**src/rtl/fastTxPkg.sv**
```systemverilog
package fastTxPkg;
  localparam int BYTE_W     = 8;
  localparam int SLOT_CNT   = BYTE_W / 2;
  localparam int SLOT_IDX_W = $clog2(SLOT_CNT);

  typedef enum logic [2:0] {
    ST_IDLE,
    ST_READY,
    ST_SLOT,
    ST_ACK,
    ST_EOI
  } txState_e;

  typedef enum logic [2:0] {
    DRV_IDLE,
    DRV_RELEASE,
    DRV_SLOT,
    DRV_ACK,
    DRV_EOI
  } drive_e;

  typedef struct packed {
    logic                  loadByte;
    drive_e                drive;
    logic [SLOT_IDX_W-1:0] slotIdx;
  } ctrlStrobe_t;
endpackage

```
**src/rtl/fastTxCtrl.sv**
```systemverilog
module fastTxCtrl
  import fastTxPkg::*;
#(
  parameter int SLOT_US = 10,
  parameter int EOI_US  = 33
) (
  input  logic        clk,
  input  logic        rstN,
  input  logic        tick1us,
  input  logic        byteValid,
  input  logic        lastFlag,
  input  logic        busDataIn,
  input  logic        busAtnIn,
  output ctrlStrobe_t ctrl,
  output logic        byteReady,
  output logic        busy,
  output logic        atnAbort
);
  localparam int TMR_MAX = (SLOT_US > EOI_US) ? SLOT_US : EOI_US;
  localparam int TMR_W   = $clog2(TMR_MAX + 1);

  txState_e              state;
  logic [TMR_W-1:0]      tmr;
  logic [SLOT_IDX_W-1:0] slotIdx;

  always_ff @(posedge clk or negedge rstN) begin
    if (!rstN) begin
      state    <= ST_IDLE;
      tmr      <= '0;
      slotIdx  <= '0;
      atnAbort <= 1'b0;
    end else begin
      atnAbort <= 1'b0;
      if (state != ST_IDLE && busAtnIn) begin
        state    <= ST_IDLE;
        atnAbort <= 1'b1;
        tmr      <= '0;
        slotIdx  <= '0;
      end else begin
        case (state)
          ST_IDLE: if (byteValid) state <= ST_READY;
          ST_READY: begin
            if (!busDataIn) begin
              state   <= ST_SLOT;
              tmr     <= '0;
              slotIdx <= '0;
            end
          end
          ST_SLOT: begin
            if (tick1us) begin
              if (tmr == TMR_W'(SLOT_US - 1)) begin
                tmr <= '0;
                if (slotIdx == SLOT_IDX_W'(SLOT_CNT - 1)) begin
                  state <= lastFlag ? ST_EOI : ST_ACK;
                end else begin
                  slotIdx <= slotIdx + 1'b1;
                end
              end else begin
                tmr <= tmr + 1'b1;
              end
            end
          end
          ST_ACK: if (busDataIn) state <= ST_IDLE;
          ST_EOI: begin
            if (tick1us) begin
              if (tmr == TMR_W'(EOI_US - 1)) begin
                state <= ST_IDLE;
                tmr   <= '0;
              end else begin
                tmr <= tmr + 1'b1;
              end
            end
          end
          default: state <= ST_IDLE;
        endcase
      end
    end
  end

  always_comb begin
    byteReady     = (state == ST_IDLE);
    busy          = !byteReady;
    ctrl.loadByte = byteReady && byteValid;
    ctrl.slotIdx  = slotIdx;
    case (state)
      ST_READY: ctrl.drive = DRV_RELEASE;
      ST_SLOT:  ctrl.drive = DRV_SLOT;
      ST_ACK:   ctrl.drive = DRV_ACK;
      ST_EOI:   ctrl.drive = DRV_EOI;
      default:  ctrl.drive = DRV_IDLE;
    endcase
  end

  // start leaves the release state only on inactive data
  a_r3_start_on_release: assert property (@(posedge clk) disable iff (!rstN)
    (state == ST_READY && !busDataIn && !busAtnIn) |=> (state == ST_SLOT && slotIdx == '0));

  a_r3_hold_while_data: assert property (@(posedge clk) disable iff (!rstN)
    (state == ST_READY && busDataIn && !busAtnIn) |=> state == ST_READY);

  // slot timer bound
  a_r5_tmr_bound: assert property (@(posedge clk) disable iff (!rstN)
    state == ST_SLOT |-> tmr < TMR_W'(SLOT_US));

  // acknowledge wait does not end early
  a_r6_ack_hold: assert property (@(posedge clk) disable iff (!rstN)
    (state == ST_ACK && !busDataIn && !busAtnIn) |=> state == ST_ACK);

  // attention aborts from any busy state
  a_r8_atn_abort: assert property (@(posedge clk) disable iff (!rstN)
    (busy && busAtnIn) |=> (atnAbort && byteReady));

  a_r8_pulse_single: assert property (@(posedge clk) disable iff (!rstN)
    atnAbort |=> !atnAbort);

  // busy holds through load, release and slots
  a_r9_busy_hold: assert property (@(posedge clk) disable iff (!rstN)
    (busy && !busAtnIn && (state == ST_READY || state == ST_SLOT)) |=> busy);
endmodule

```
**src/rtl/fastTxDatapath.sv**
```systemverilog
module fastTxDatapath
  import fastTxPkg::*;
(
  input  logic              clk,
  input  logic              rstN,
  input  ctrlStrobe_t       ctrl,
  input  logic [BYTE_W-1:0] byteData,
  input  logic              byteLast,
  output logic              lastFlag,
  output logic              dataPull,
  output logic              clkPull
);
  logic [BYTE_W-1:0] byteReg;
  logic [1:0]        slotPair [SLOT_CNT];

  always_ff @(posedge clk or negedge rstN) begin
    if (!rstN) begin
      byteReg  <= '0;
      lastFlag <= 1'b0;
    end else if (ctrl.loadByte) begin
      byteReg  <= byteData;
      lastFlag <= byteLast;
    end
  end

  // Inverted pair per slot: upper bit of pair goes to data, lower to clock
  for (genvar g = 0; g < SLOT_CNT; g++) begin : g_pair
    assign slotPair[g] = ~byteReg[2*g +: 2];
  end

  always_comb begin
    case (ctrl.drive)
      DRV_RELEASE: {dataPull, clkPull} = 2'b00;
      DRV_SLOT:    {dataPull, clkPull} = slotPair[ctrl.slotIdx];
      DRV_ACK:     {dataPull, clkPull} = 2'b01;
      DRV_EOI:     {dataPull, clkPull} = 2'b10;
      default:     {dataPull, clkPull} = 2'b01;
    endcase
  end

  // a pair stays put for the whole of its slot
  a_r4_slot_stable: assert property (@(posedge clk) disable iff (!rstN)
    (ctrl.drive == DRV_SLOT && $past(ctrl.drive == DRV_SLOT) && $stable(ctrl.slotIdx))
      |-> $stable({dataPull, clkPull}));

  // the held byte does not change while a transfer is running
  a_r2_byte_frozen: assert property (@(posedge clk) disable iff (!rstN)
    (ctrl.drive != DRV_IDLE && $past(ctrl.drive != DRV_IDLE)) |-> $stable(byteReg));
endmodule

```
**src/rtl/fastTxTop.sv**
```systemverilog
module fastTxTop
  import fastTxPkg::*;
#(
  parameter int SLOT_US = 10,
  parameter int EOI_US  = 33
) (
  input  logic        clk,
  input  logic        rstN,
  input  logic        tick1us,
  input  logic        byteValid,
  input  logic [7:0]  byteData,
  input  logic        byteLast,
  output logic        byteReady,
  output logic        busy,
  input  logic        busDataIn,
  input  logic        busAtnIn,
  output logic        dataPull,
  output logic        clkPull,
  output logic        atnAbort
);
  ctrlStrobe_t ctrl;
  logic        lastFlag;

  fastTxCtrl #(.SLOT_US(SLOT_US), .EOI_US(EOI_US)) ctrl_i (
    .clk(clk), .rstN(rstN), .tick1us(tick1us), .byteValid(byteValid),
    .lastFlag(lastFlag), .busDataIn(busDataIn), .busAtnIn(busAtnIn),
    .ctrl(ctrl), .byteReady(byteReady), .busy(busy), .atnAbort(atnAbort)
  );

  fastTxDatapath dp_i (
    .clk(clk), .rstN(rstN), .ctrl(ctrl), .byteData(byteData),
    .byteLast(byteLast), .lastFlag(lastFlag), .dataPull(dataPull), .clkPull(clkPull)
  );

  // an abort pulse always lands on the idle line pattern
  a_r8_abort_idle_lines: assert property (@(posedge clk) disable iff (!rstN)
    atnAbort |-> (clkPull && !dataPull && !busy));
endmodule

```
**config.mk**
```make
export PLATFORM = sky130hd
export DESIGN_NAME = fastTxTop
export DESIGN_NICKNAME = d
export VERILOG_FILES = /design/src/rtl/fastTxPkg.sv /design/src/rtl/fastTxCtrl.sv /design/src/rtl/fastTxDatapath.sv /design/src/rtl/fastTxTop.sv
export SDC_FILE = /design/constraint.sdc
export NUM_CORES = 1
export LEC_CHECK = 0
export ABC_AREA = 1
export BUFFER_PORTS_ARGS = -buffer_cell sky130_fd_sc_hd__clkbuf_2
export CORE_ASPECT_RATIO = 1.5
export CORE_UTILIZATION = 40
export DETAILED_ROUTE_END_ITERATION = 7
export PLACE_DENSITY = 0.56
export REMOVE_ABC_BUFFERS = 1
export SLEW_MARGIN = 10
export SYNTH_ARGS = -nofsm -noshare
export SYNTH_HDL_FRONTEND = slang
export SYNTH_HIERARCHICAL = 1
export SYNTH_SLANG_ARGS = --single-unit
export TNS_END_PERCENT = 50
```
**constraint.sdc**
```tcl
create_clock -name clk -period 1.86 [get_ports clk]
set_input_delay 0.093 -clock clk [delete_from_list [all_inputs] [get_ports clk]]
set_output_delay 0.093 -clock clk [all_outputs]
set_load 0.01 [all_outputs]
```
# Word-level counts from Yosys, hierarchy flattened
# Cells that the tools add are included.
# Widths: inputs -> output; s select.
op_classes:
  magnitude_cmp: 1
  n_addsub: 2
  n_reduce_logical: 11
  mux: 31
  n_eq_ne: 19
  n_bitwise: 5
op_table:
  columns: ["cell", "count"]
  rows:
  - ["$mux 6", 6]
  - ["$mux 3", 10]
  - ["$ne 3x2->1 const B", 6]
  - ["$pmux 6 s3", 1]
  - ["$pmux 3 s5", 1]
  - ["$mux 2", 7]
  - ["$pmux 3 s4", 1]
  - ["$eq 3x2->1 const B", 3]
  - ["$ne 3x1->1 const B", 3]
  - ["$not 2->2", 4]
  - ["$reduce_and 8->1", 1]
  - ["$add 6x1->6 const B", 1]
  - ["$eq 3x1->1 const B", 2]
  - ["$eq 3x3->1 const B", 2]
  - ["$eq 6x4->1 const B", 1]
  - ["$eq 6x6->1 const B", 1]
  - ["$reduce_bool 3->1", 2]
  - ["$reduce_and 5->1", 1]
  - ["$bmux 2 s2", 1]
  - ["$pmux 1 s2", 2]
  - ["$pmux 2 s2", 1]
  - ["$reduce_and 4->1", 1]
  - ["$reduce_bool 4->1", 1]
  - ["$ge 3x3->1 const B", 1]
  - ["8 further kinds", 9]
word_totals:
  inputBits: 15
  out_inout_bits: 5
  reg_bits: 21

# Logic depth before layout (Yosys ltp)
logic_depth:
  ltp_word: 6
  mapped_depth: 11

# By module
# The synthesis kept the hierarchy.
modules_own_cells:
  columns: ["module", "area_per_inst_um2", "n_inst", "cells_per_inst"]
  rows:
  - ["fastTxCtrl", 930.9, 1, 135]
  - ["fastTxDatapath", 462.9, 1, 54]

# Least setup slack after synthesis
# No wires, ideal clock.
synth_timing:
  path_kind: "register -> register"
  startpoint: "reg ctrl_i.state[0]"
  endpoint: "reg dp_i.byteReg[0]"
  stages_incl_launch_ff: 6
  arrival_ps: 1410
  synth_period_minus_slack_ps: 1536
  slack_ps: 324
  path_cell_list: "dfrtp_1 > nor2_4 > nand2_4 > nor2_1 > buf_6 > mux2_4"
synth_rtl:
  columns: ["element", "line", "rtl"]
  rows:
  - ["start, declared", "fastTxCtrl.sv:22", "txState_e state;"]
  - ["start signal, assigned", "fastTxCtrl.sv:54", "state <= lastFlag ? ST_EOI : ST_ACK;"]
  - ["end signal, assigned", "fastTxDatapath.sv:21", "byteReg <= byteData;"]
  - ["end, declared", "fastTxDatapath.sv:13", "logic [BYTE_W-1:0] byteReg;"]

==> results.yml <==
worst_setup_path:
  path_class: "flop to output pin"
  reg2reg_depth: 10
  endpoint_kind: "output pin"
  cp_data_arrival_time_ps: 1620
  r2r-start: "ctrl_i/state[2]"
  r2r_end: "ctrl_i/tmr[4]"
  cp-start-kind: "flop"
  cp_max_fo: 6
  critPathRequiredTime_ps: 1770
  rrSetupSlack_ps: 320
sta:
  setup_viol: 0
  max_freq_mhz: 583
  final_hold_viol_count: 0
  period_share_pct: 92.2
  finalMaxSlewViolations: 0
  whs_ps: 37.2
  rsz0062_at_grt: "no"
  final.setup.tns_ps: 0
  fin_crit_ps: 1710
  tightest_slew_ps: 543
  relSlewSlack_pct: 63.8
  clock_skew_ps: 1.58
yosys:
  synth_seq_area_share_pct: 37.7
  synth_fa_ha_area_share_pct: 3.59
  synth.area.mux_share_pct: 4.58
  synth_top_family_by_area: "simple AND/OR/NAND/NOR gates"
  ys_seq_elements: 21
  synth_xor_area_share_pct: 1.89
  synth_area_um2: 1390
  syn_area_per_cell_um2: 7.37
  synth-main-ff-cell: "dfrtp_1"
  synth_enable_flop_cells: 0
  synth_cell_types: 23
  synthCells: 189
  synth-simple-area-share_pct: 38.5
  yosysWarnings: 6
  synth_compound_area_share_pct: 3.86
  synthArstFlopShare_pct: 100
routing:
  drt_iter0_drc: 40
  wl_per_cell_um: 12.0
  drt-total-wl_um: 3020
  viasPerCell: 4.87
  drcViolationCount: 0
  num_vias: 1226
  drt-pass1-iter-count: 5
  ant_nets: 0
floorplanning:
  coreArea_um2: 3220
  die_w_um: 50.2
  pin_count: 20
  rows: 25
  die_area_um2: 3730
  fp.dieH_um: 74.3
  initial_core_util_pct: 43.3
clocking:
  cts_inserted_buffers: 3
  htreeDepth: 1
  cts_buffer_depth: 2
  clock_sinks: 21
  cts_tree: "built"
  clkTransAtPathRegs_ps: 80
  clkLatencyLatePin_ps: 260
  cts-root-buf: "clkbuf_8"
min_path:
  min_path_cells: 3
  min_to: "dp_i/byteReg[1]"
  hold_path_startpoint: "byteData[1]"
  min_path_type: "primary input to flop"
cells_and_area:
  design_area_um2: 1590
  antennaDiodeCount: 0
  final_cells: 252
  drive_gt1_share_pct: 21.2
  final_common_cell: "nand2_1"
  fill_cells: 319
  mostFrequentLayoutCells: "54 x nand2_1, 31 x nand3_1, 28 x inv_1"
  nets: 232
  syn2layout_area_growth_pct: 14.1
global_routing:
  overflow: 0
  grt_usage_pct: 18.3
  antenna_found_initial: 0
  grt_pass1_vias: 1187
  grt_max_degree: 22
  grt_pass1_wl_um: 5180
power:
  power_density_nw_per_um2: 1390
  leakage_uw: 0.000887
  irDropWorstVdd_mv: 0.535
run:
  maxCapViolCount: 0
placement:
  post-dp-hpwl_um: 2400
  gp_congestion: 0.853
  placed_cell_area_um2: 1530
  dp.cells: 247
  io_buffer_count: 19
run_status:
  status: "finished, final reports clean"
==> cells in the mapped netlist (3+ instances only) <==
cell / n / area [um2]
inv_1: 28 / 105
dfrtp_1: 21 / 526
nand4_1: 4 / 25.0
nand2_1: 54 / 203
mux2_2: 3 / 33.8
nand2_2: 5 / 31.3
xor2_1: 3 / 26.3
o21ai_0: 8 / 40.0
nand3_1: 31 / 155
ha_1: 4 / 50.1
nor2_4: 3 / 33.8
nor2_1: 11 / 41.3
==> report_power, final <==
group | switching [uW] | internal, uW | total [uW] | leakage, uW
logic | 733 | 434 | 1170 | 0.000595
clock network | 165 | 151 | 317 | 0.0000217
registers | 126 | 606 | 732 | 0.000270
total | 1020 | 1190 | 2220 | 0.000887
==> state kept, by name, summed over array words and instances, names as in the netlist <==
| register | flops |
|---|---|
| ctrl_i/state | 3 |
| ctrl_i/slotIdx | 2 |
| dp_i/byteReg | 8 |
| ctrl_i/atnAbort | 1 |
| ctrl_i/tmr | 6 |
| dp_i/lastFlag | 1 |
==> per-stage QoR <==
stage	worst slack, ps	utilization (%)	total power [uW]
after floorplan	116	-	1610
final	146	49.4	2220
after global placement	338	47.5	1900
after global routing	8.72	49.4	2440
after CTS	98.6	49.3	2250
after detailed placement	304	47.5	1920
==> area by class of cell <==
type                            instances  area (um2)  area share [%]
Clock inverter                          1        7.51           0.472
Tap cell                               40        50.0            3.15
Multi-Input combinational cell        135         731            45.9
Timing Repair Buffer                   21         113            7.08
Sequential cell                        21         527            33.1
Inverter                               31         121            7.63
Clock buffer                            3        41.3            2.60
==> timing repair <==
action,CTS,global route
gates resized for setup,0,1
endpoints found under the setup margin,0,1
endpoints found under the hold margin,21,0
hold buffers,1,0
buffers inserted,0,0
==> layer usage <==
layer / up-vias / share of wire, % / GRT usage [%]
met5: - / 0 / 0
met4: 0 / 0.53 / 6.35
met3: 2 / 3.4 / 2.04
met2: 25 / 54 / 35.3
met1: 554 / 42 / 20.4
li1: 645 / - / -
==> worst max-delay path, cell delays in order (launching register included) <==
cell	delay (ps)
dfrtp_2	470
nor2_4	200
inv_2	60
nor2_4	150
inv_1	70
nand3_1	90
inv_1	60
nand3_1	80
nand2_1	50
clkbuf_2	120
==> how the worst max path moves through the flow <==
stage                                  to  slack [ps]             from  depth (start not counted)
final                            dataPull         150  ctrl_i/state[0]                          9
after global routing             dataPull           9  ctrl_i/state[1]                          9
after detailed placement  dp_i/byteReg[4]         300  ctrl_i/state[0]                          5
after global placement    dp_i/byteReg[2]         340  ctrl_i/state[0]                          5
after CTS                        dataPull         100  ctrl_i/state[0]                          9
after floorplan           dp_i/byteReg[2]         120  ctrl_i/state[0]                          4
==> kinds of logic (layout without fill, tap and decap cells) <==
family,after synthesis,after routing
AOI/OAI and AO/OA,10,10
DFF,21,21
xor gates and xnor gates,3,3
buffers and inverters,33,56
and+or+nand+nor,113,113
muxes,5,5
adders and majority gates,4,4
Note: power is estimated with default switching activity, not from simulation.
